## config.mk

```make
export PLATFORM = sky130hd
export DESIGN_NAME = pbus_bridge
export DESIGN_NICKNAME = d
export VERILOG_FILES = /design/src/rtl/pbb_pkg.sv /design/src/rtl/pbb_arbiter.sv /design/src/rtl/pbb_ctrl.sv /design/src/rtl/pbb_datapath.sv /design/src/rtl/pbus_bridge.sv
export SDC_FILE = /design/constraint.sdc
export NUM_CORES = 1
export LEC_CHECK = 0
export CELL_PAD_IN_SITES_DETAIL_PLACEMENT = 1
export CELL_PAD_IN_SITES_GLOBAL_PLACEMENT = 2
export CORE_MARGIN = 5
export CORE_UTILIZATION = 20
export DETAILED_ROUTE_END_ITERATION = 16
export PLACE_DENSITY = 0.85
export RECOVER_POWER = 100
export SKIP_CTS_REPAIR_TIMING = 1
export SLEW_MARGIN = 15
export SYNTH_ARGS = -nofsm -noshare
export SYNTH_HDL_FRONTEND = slang
export SYNTH_SLANG_ARGS = --single-unit
```

## constraint.sdc

```tcl
create_clock -name clk -period 1.7 [get_ports clk]
set_input_delay 0.255 -clock clk [delete_from_list [all_inputs] [get_ports clk]]
set_output_delay 0.255 -clock clk [all_outputs]
set_load 0.02 [all_outputs]
```

## src/rtl/pbb_pkg.sv

```systemverilog
package pbb_pkg;
  localparam int NUM_MST   = 3;
  localparam int IDX_CPU   = 0;
  localparam int IDX_HOST  = 1;
  localparam int IDX_DMA   = 2;
  localparam int REG_W     = 16;
  localparam int WS_W      = 3;
  localparam int TO_W      = 7;
  localparam int TO_LSB    = 9;
  localparam int HOLD_LSB  = 6;
  localparam int SETUP_LSB = 3;
  localparam int PRIO_BIT  = 2;
  localparam int FLAG_BIT  = 1;
  localparam int MODE_BIT  = 0;
  localparam int CFG_LSB   = 2;
  localparam logic [REG_W-1:0] REG_RESET = 16'hFE4D;

  typedef enum logic [1:0] {
    ST_IDLE   = 2'd0,
    ST_SETUP  = 2'd1,
    ST_STROBE = 2'd2,
    ST_FINISH = 2'd3
  } phase_t;

  // strobes from control to datapath
  typedef struct packed {
    logic launch;
    logic setupTick;
    logic enterStrobe;
    logic strobeTick;
    logic finishOk;
    logic finishTo;
  } ctrl_t;

  // status from datapath to control
  typedef struct packed {
    logic setupZero;
    logic holdZero;
    logic toZero;
  } stat_t;
endpackage

```

## src/rtl/pbb_arbiter.sv

```systemverilog
module pbb_arbiter
  import pbb_pkg::*;
(
  input  logic [NUM_MST-1:0] req,
  input  logic               prioCpu,
  output logic [NUM_MST-1:0] pick
);
  // rank order per mode, highest first
  localparam int ORDER_CPU [NUM_MST] = '{IDX_CPU, IDX_HOST, IDX_DMA};
  localparam int ORDER_HST [NUM_MST] = '{IDX_HOST, IDX_DMA, IDX_CPU};

  always_comb begin
    pick = '0;
    for (int r = NUM_MST - 1; r >= 0; r--) begin
      if (prioCpu) begin
        if (req[ORDER_CPU[r]]) begin
          pick = '0;
          pick[ORDER_CPU[r]] = 1'b1;
        end
      end else begin
        if (req[ORDER_HST[r]]) begin
          pick = '0;
          pick[ORDER_HST[r]] = 1'b1;
        end
      end
    end
  end
endmodule

```

## src/rtl/pbb_ctrl.sv

```systemverilog
module pbb_ctrl
  import pbb_pkg::*;
(
  input  logic               clk,
  input  logic               rstN,
  input  logic [NUM_MST-1:0] pick,
  input  logic               perAck,
  input  stat_t              statS,
  output ctrl_t              ctrlS,
  output logic [NUM_MST-1:0] mstGnt,
  output logic [NUM_MST-1:0] mstDone,
  output logic [NUM_MST-1:0] mstErr,
  output logic               perSel,
  output logic               perStrobe
);
  phase_t stateQ, stateD;
  logic [NUM_MST-1:0] gntQ, doneQ, errQ;
  logic busy;

  always_comb begin
    stateD = stateQ;
    ctrlS  = '0;
    unique case (stateQ)
      ST_IDLE: begin
        if (|pick) begin
          ctrlS.launch = 1'b1;
          stateD = ST_SETUP;
        end
      end
      ST_SETUP: begin
        if (statS.setupZero) begin
          ctrlS.enterStrobe = 1'b1;
          stateD = ST_STROBE;
        end else begin
          ctrlS.setupTick = 1'b1;
        end
      end
      ST_STROBE: begin
        if (perAck && statS.holdZero) begin
          ctrlS.finishOk = 1'b1;
          stateD = ST_FINISH;
        end else if (statS.toZero) begin
          ctrlS.finishTo = 1'b1;
          stateD = ST_FINISH;
        end else begin
          ctrlS.strobeTick = 1'b1;
        end
      end
      default: stateD = ST_IDLE;
    endcase
  end

  always_ff @(posedge clk) begin
    if (!rstN) begin
      stateQ <= ST_IDLE;
      gntQ   <= '0;
      doneQ  <= '0;
      errQ   <= '0;
    end else begin
      stateQ <= stateD;
      if (ctrlS.launch) gntQ <= pick;
      else if (ctrlS.finishOk || ctrlS.finishTo) gntQ <= '0;
      doneQ <= ctrlS.finishOk ? gntQ : '0;
      errQ  <= ctrlS.finishTo ? gntQ : '0;
    end
  end

  assign busy      = (stateQ == ST_SETUP) || (stateQ == ST_STROBE);
  assign mstGnt    = gntQ;
  assign mstDone   = doneQ;
  assign mstErr    = errQ;
  assign perSel    = busy;
  assign perStrobe = (stateQ == ST_STROBE);

  p_gnt_onehot_r4: assert property (@(posedge clk) disable iff (!rstN)
    $onehot0(mstGnt));
  p_gnt_stable_r4: assert property (@(posedge clk) disable iff (!rstN)
    (busy && $past(busy)) |-> $stable(mstGnt));
  p_strobe_after_setup_r5: assert property (@(posedge clk) disable iff (!rstN)
    $rose(perStrobe) |-> ($past(stateQ) == ST_SETUP));
  p_done_err_excl_r7: assert property (@(posedge clk) disable iff (!rstN)
    !((|mstDone) && (|mstErr)));
endmodule

```

## src/rtl/pbb_datapath.sv

```systemverilog
module pbb_datapath
  import pbb_pkg::*;
#(
  parameter int AW = 8,
  parameter int DW = 16
) (
  input  logic                       clk,
  input  logic                       rstN,
  input  ctrl_t                      ctrlS,
  input  logic [NUM_MST-1:0]         pick,
  input  logic [NUM_MST-1:0]         mstWe,
  input  logic [NUM_MST-1:0][AW-1:0] mstAddr,
  input  logic [NUM_MST-1:0][DW-1:0] mstWdata,
  input  logic [DW-1:0]              perRdata,
  input  logic                       hostOnly,
  input  logic                       modeErr,
  input  logic                       cpuRegRd,
  input  logic                       cpuRegWr,
  input  logic [REG_W-1:0]           cpuRegWdata,
  output stat_t                      statS,
  output logic                       prioCpu,
  output logic                       perWe,
  output logic [AW-1:0]              perAddr,
  output logic [DW-1:0]              perWdata,
  output logic [DW-1:0]              mstRdata,
  output logic [REG_W-1:0]           cpuRegRdata,
  output logic [REG_W-1:0]           hostRegRdata,
  output logic                       cpuErrIrq
);
  logic [REG_W-1:CFG_LSB] cfgQ;
  logic errFlagQ, modeQ, irqQ;
  logic [WS_W-1:0] setupCnt, holdCnt;
  logic [TO_W-1:0] toCnt;
  logic [AW-1:0] addrQ, addrSel;
  logic [DW-1:0] wdataQ, wdataSel, rdataQ;
  logic weQ, weSel;
  logic unusedWrLow;

  assign unusedWrLow = ^cpuRegWdata[CFG_LSB-1:0];

  // request mux over the one-hot pick
  always_comb begin
    addrSel  = '0;
    wdataSel = '0;
    weSel    = 1'b0;
    for (int m = 0; m < NUM_MST; m++) begin
      if (pick[m]) begin
        addrSel  = mstAddr[m];
        wdataSel = mstWdata[m];
        weSel    = mstWe[m];
      end
    end
  end

  always_ff @(posedge clk) begin
    if (!rstN) begin
      addrQ  <= '0;
      wdataQ <= '0;
      weQ    <= 1'b0;
      rdataQ <= '0;
    end else begin
      if (ctrlS.launch) begin
        addrQ  <= addrSel;
        wdataQ <= wdataSel;
        weQ    <= weSel;
      end
      if (ctrlS.finishOk) rdataQ <= perRdata;
    end
  end

  // phase and time-out counters
  always_ff @(posedge clk) begin
    if (!rstN) begin
      setupCnt <= '0;
      holdCnt  <= '0;
      toCnt    <= '0;
    end else begin
      if (ctrlS.launch) setupCnt <= cfgQ[SETUP_LSB +: WS_W];
      else if (ctrlS.setupTick) setupCnt <= setupCnt - 1'b1;
      if (ctrlS.enterStrobe) begin
        holdCnt <= cfgQ[HOLD_LSB +: WS_W];
        toCnt   <= cfgQ[TO_LSB +: TO_W];
      end else if (ctrlS.strobeTick) begin
        if (holdCnt != '0) holdCnt <= holdCnt - 1'b1;
        toCnt <= toCnt - 1'b1;
      end
    end
  end

  assign statS.setupZero = (setupCnt == '0);
  assign statS.holdZero  = (holdCnt == '0);
  assign statS.toZero    = (toCnt == '0);

  // control word
  always_ff @(posedge clk) begin
    if (!rstN) begin
      cfgQ     <= REG_RESET[REG_W-1:CFG_LSB];
      errFlagQ <= REG_RESET[FLAG_BIT];
      modeQ    <= REG_RESET[MODE_BIT];
      irqQ     <= 1'b0;
    end else begin
      if (cpuRegWr) cfgQ <= cpuRegWdata[REG_W-1:CFG_LSB];
      errFlagQ <= (errFlagQ && !cpuRegRd) || ctrlS.finishTo || modeErr;
      modeQ    <= hostOnly;
      irqQ     <= ctrlS.finishTo || modeErr;
    end
  end

  assign prioCpu      = cfgQ[PRIO_BIT];
  assign cpuRegRdata  = {cfgQ, errFlagQ, modeQ};
  assign hostRegRdata = {cfgQ, errFlagQ && !modeQ, modeQ};
  assign cpuErrIrq    = irqQ;
  assign perWe        = weQ;
  assign perAddr      = addrQ;
  assign perWdata     = wdataQ;
  assign mstRdata     = rdataQ;

  p_flag_set_r8: assert property (@(posedge clk) disable iff (!rstN)
    (ctrlS.finishTo || modeErr) |=> cpuRegRdata[FLAG_BIT]);
  p_mode_follow_r9: assert property (@(posedge clk) disable iff (!rstN)
    $past(rstN) |-> (cpuRegRdata[MODE_BIT] == $past(hostOnly)));
  p_to_reload_r7: assert property (@(posedge clk) disable iff (!rstN)
    ctrlS.enterStrobe |=> (toCnt == $past(cfgQ[TO_LSB +: TO_W])));
  p_host_fields_r11: assert property (@(posedge clk) disable iff (!rstN)
    hostRegRdata[REG_W-1:CFG_LSB] == cpuRegRdata[REG_W-1:CFG_LSB]);
endmodule

```

## src/rtl/pbus_bridge.sv

```systemverilog
module pbus_bridge
  import pbb_pkg::*;
#(
  parameter int AW = 8,
  parameter int DW = 16
) (
  input  logic                       clk,
  input  logic                       rstN,
  input  logic [NUM_MST-1:0]         mstReq,
  input  logic [NUM_MST-1:0]         mstWe,
  input  logic [NUM_MST-1:0][AW-1:0] mstAddr,
  input  logic [NUM_MST-1:0][DW-1:0] mstWdata,
  output logic [NUM_MST-1:0]         mstGnt,
  output logic [NUM_MST-1:0]         mstDone,
  output logic [NUM_MST-1:0]         mstErr,
  output logic [DW-1:0]              mstRdata,
  output logic                       perSel,
  output logic                       perStrobe,
  output logic                       perWe,
  output logic [AW-1:0]              perAddr,
  output logic [DW-1:0]              perWdata,
  input  logic [DW-1:0]              perRdata,
  input  logic                       perAck,
  input  logic                       hostOnly,
  input  logic                       modeErr,
  input  logic                       cpuRegRd,
  input  logic                       cpuRegWr,
  input  logic [REG_W-1:0]           cpuRegWdata,
  output logic [REG_W-1:0]           cpuRegRdata,
  output logic [REG_W-1:0]           hostRegRdata,
  output logic                       cpuErrIrq
);
  logic [NUM_MST-1:0] pick;
  logic prioCpu;
  ctrl_t ctrlS;
  stat_t statS;

  pbb_arbiter u_arb (
    .req(mstReq), .prioCpu(prioCpu), .pick(pick)
  );

  pbb_ctrl u_ctrl (
    .clk(clk), .rstN(rstN), .pick(pick), .perAck(perAck), .statS(statS),
    .ctrlS(ctrlS), .mstGnt(mstGnt), .mstDone(mstDone), .mstErr(mstErr),
    .perSel(perSel), .perStrobe(perStrobe)
  );

  pbb_datapath #(.AW(AW), .DW(DW)) u_dp (
    .clk(clk), .rstN(rstN), .ctrlS(ctrlS), .pick(pick),
    .mstWe(mstWe), .mstAddr(mstAddr), .mstWdata(mstWdata),
    .perRdata(perRdata), .hostOnly(hostOnly), .modeErr(modeErr),
    .cpuRegRd(cpuRegRd), .cpuRegWr(cpuRegWr), .cpuRegWdata(cpuRegWdata),
    .statS(statS), .prioCpu(prioCpu), .perWe(perWe), .perAddr(perAddr),
    .perWdata(perWdata), .mstRdata(mstRdata), .cpuRegRdata(cpuRegRdata),
    .hostRegRdata(hostRegRdata), .cpuErrIrq(cpuErrIrq)
  );
endmodule

```

==> key figures <==
Placed design
  • Pre-CTS setup slack: -0.165 ns
  • DP HPWL: 11,500 um
  • Placed cell area: 6460 um2
  • GPL Wtd Cong: 0.779
  • IO buf count: 199

Timing
  • Minimum clock period: 1.69 ns
  • Least-Margin Pin Slew: 0.550 ns
  • Max Clock Freq: 592 MHz
  • Slew Limit Fails: 0
  • Final period util: 0.994
  • Worst Skew: 0.0106 ns
  • Hold Vio Cnt, Final: 0
  • Setup tns final: 0 ns
  • Slew margin rel.: 0.633
  • RSZ-0062 raised after global routing: yes
  • Final setup viols: 0
  • Min setup slack post-route: 0.00998 ns

Critical path
  • Critical Path RT: 1.97 ns
  • Crit path from: u_dp.toCnt[1]
  • Worst-path cell chain: inv_2, ha_4, or3b_4, o211ai_4, buf_6, o31ai_4, a31oi_1
  • Crit Path Max Fanout: 4
  • CP max stage cell: or3b_4
  • Worst Setup End Kind: flop
  • Worst Path Arrival: 1.96 ns
  • R2R depth: 7
  • Critical Path Source Type: flop
  • Crit path kind: flop to flop
  • Worst path max stage delay: 0.41 ns
  • Worst r2r src: u_dp.toCnt[1]

Finish
  • Final Core Density: 0.339
  • ANT cells: 0
  • Cell area after layout: 6790 um2
  • Area delta synth->final: 68.6%
  • Share of cells above drive strength 1: 0.127
  • Fill count: 2,356
  • Final #Nets: 794

Die
  • Die Span Y: 152 um
  • Die area: 23,100 um2
  • Row count: 52
  • I/O pins: 202
  • Die W: 152 um
  • Core ar.: 20,000 um2
  • Initial Util: 0.201

Global routing
  • Met3 usage: 0.0310
  • Largest net degree at the start of global routing: 30
  • First-pass GRT wire length: 24,700 um
  • Met2 Usage GRT: 0.219
  • Met1 Usage GRT: 0.167
  • Residual overflow from global routing: 0
  • Grt peak-use layer: met2
  • Initial antenna violation count: 0
  • Global Route Usage Sum: 0.131
  • Number of global-route vias before repair: 4,403

Run
  • Max Cap Viol: 0

Yosys
  • Yosys Warn Count: 0
  • Average cell area after synthesis: 8.58 um2
  • Syn Inst Count: 469
  • FFs w/ async S/R, synth: 0
  • Yosys reg bits: 82
  • Synth Net Count: 596
  • Commonest cells post-synth: dfxtp_1, nand2_1, nand2b_1, o31ai_1
  • Post-synth EDFFs: 0
  • Top cell type's share of synthesized area: 0.408
  • Mapped Area: 4030 um2
  • Synth area leader: dfxtp_1
  • Yosys cell types: 48
  • Count leader, synth: dfxtp_1
  • Most used flip-flop cell after synthesis: dfxtp_1
  • Ranking of synthesized cells by area: dfxtp_1, nand2_1, a221oi_1
  • Seq/Total Area, Yosys: 0.408

CTS
  • H-tree depth: 3
  • Clock sinks: 82
  • Clk buf depth: 2
  • Clk slew on worst S/H paths: 0.07 ns
  • CTS buffer count: 9
  • CTS tree: yes
  • Worst skew pair latency: 0.34 ns
  • Clock root buffer: clkbuf_16

Route
  • DR WL/cell: 16.7 um
  • TritonRoute pass-1 iters: 6
  • Detail Route Antenna Nets: 0
  • Vias: 4,242
  • Routed vias/inst: 4.51
  • DRC Markers: 0
  • Initial DRC count: 165
  • Final wirelength: 15,700 um

Hold path
  • HP Start: u_dp.perAddr[4]
  • Worst hold path stage count: 2
  • Hold Crit Class: flop to flop

Power
  • Internal: 5.26 mW
  • Leakage dissipation: 2.60 nW
  • Pwr Total: 8.28 mW
  • Peak supply drop: 492 uV
  • PwrDens: 1220 nW/um2
  • Clock share of power: 0.246
  • Sequential power share: 0.312
  • Net Switching: 3.02 mW
  • Sw Ratio: 0.365
  • Logic gate share of total power: 0.443

Run status
  • Status: completed
==> sequential cells by signal, indices dropped and copies added, names as in the netlist, 2 cells and up <==
register and count:
u_dp.holdCnt 3, u_dp.setupCnt 3, u_dp.toCnt 7, u_dp.perAddr 8, u_ctrl.mstGnt 3, u_ctrl.stateQ 2, u_dp.mstRdata 16, u_dp.perWdata 16
u_dp.cfgQ 14, u_ctrl.mstErr 3, u_ctrl.mstDone 3
==> power groups by stage <==
| stage | sequential, mW | combinational (mW) | clock, mW |
|---|---|---|---|
| after CTS | 2.56 | 3.54 | 2.13 |
| final | 2.58 | 3.67 | 2.04 |
| after floorplan | 2.82 | 1.65 | 0 |
| after detailed placement | 2.59 | 3.50 | 0 |
| after global placement | 2.58 | 3.44 | 0 |
| after global routing | 2.64 | 3.98 | 2.21 |
==> placed cells by master, fill, tap and decap left out, drive strengths merged, types with 9 or more instances in the layout <==
cell           Yosys  routed
buf               34      40
a221oi            25      25
clkbuf            20      27
o21ai              9       9
dfxtp             82      82
clkdlybuf4s50      0     158
o31ai             27      27
nand2b            28      28
inv               11      12
ha                10      10
mux2i             18      18
o22ai             25      25
dlygate4sd3        0      26
nor2              15      15
a21oi             24      24
nand2             80      80
==> stage by stage <==
step / hold slack (ns) / instances
floorplan: 0.356 / 469
global placement: 0.437 / 921
detailed placement: 0.439 / 921
CTS: 0.439 / 936
global route: 0.453 / 941
finish: 0.451 / 941
==> path summary, 6_finish.rpt <==
path	slack, ns	to
max reg2reg	0.01	u_dp.toCnt[3]
max	0.01	u_dp.toCnt[3]
min	0.45	u_dp.perAddr[4]
min reg2reg	0.45	u_dp.perAddr[4]
==> metal layers <==
layer	vias up	routed length [um]
li1	2074	-
met1	2030	7000
met2	122	7660
met3	16	714
met4	0	310
met5	-	0
==> cells by family (layout without fill, tap and decap cells) <==
| kind of cell | after synthesis | after routing | synth area share |
|---|---|---|---|
| xor gates and xnor gates | 5 | 5 | 0.0109 |
| muxes | 18 | 18 | 0.0447 |
| AOI/OAI and AO/OA | 124 | 124 | 0.218 |
| and+or+nand+nor | 165 | 165 | 0.205 |
| buffers and inverters | 65 | 267 | 0.0830 |
| DFF | 82 | 82 | 0.408 |
| adders and majority gates | 10 | 10 | 0.0311 |
==> area by class of cell <==
| class | count | area, um2 | area share |
|---|---|---|---|
| flip-flops and latches | 82 | 1650 | 0.243 |
| well taps | 270 | 338 | 0.0498 |
| inverters | 11 | 41.3 | 0.00608 |
| repair buffers | 241 | 2320 | 0.342 |
| clock inverters | 5 | 63.8 | 0.00940 |
| multi-input cells | 322 | 2140 | 0.315 |
| clock buffers | 10 | 239 | 0.0352 |
==> worst max-delay path, delay by kind of cell (launching register included) <==
| kind | cells | cell delay (ns) |
|---|---|---|
| flops | 1 | 0.33 |
| buf+inv | 2 | 0.24 |
| simple gates | 1 | 0.41 |
| fa+ha+maj | 1 | 0.14 |
| compound gates | 3 | 0.50 |
No activity file was read; power rests on OpenSTA's default activity.
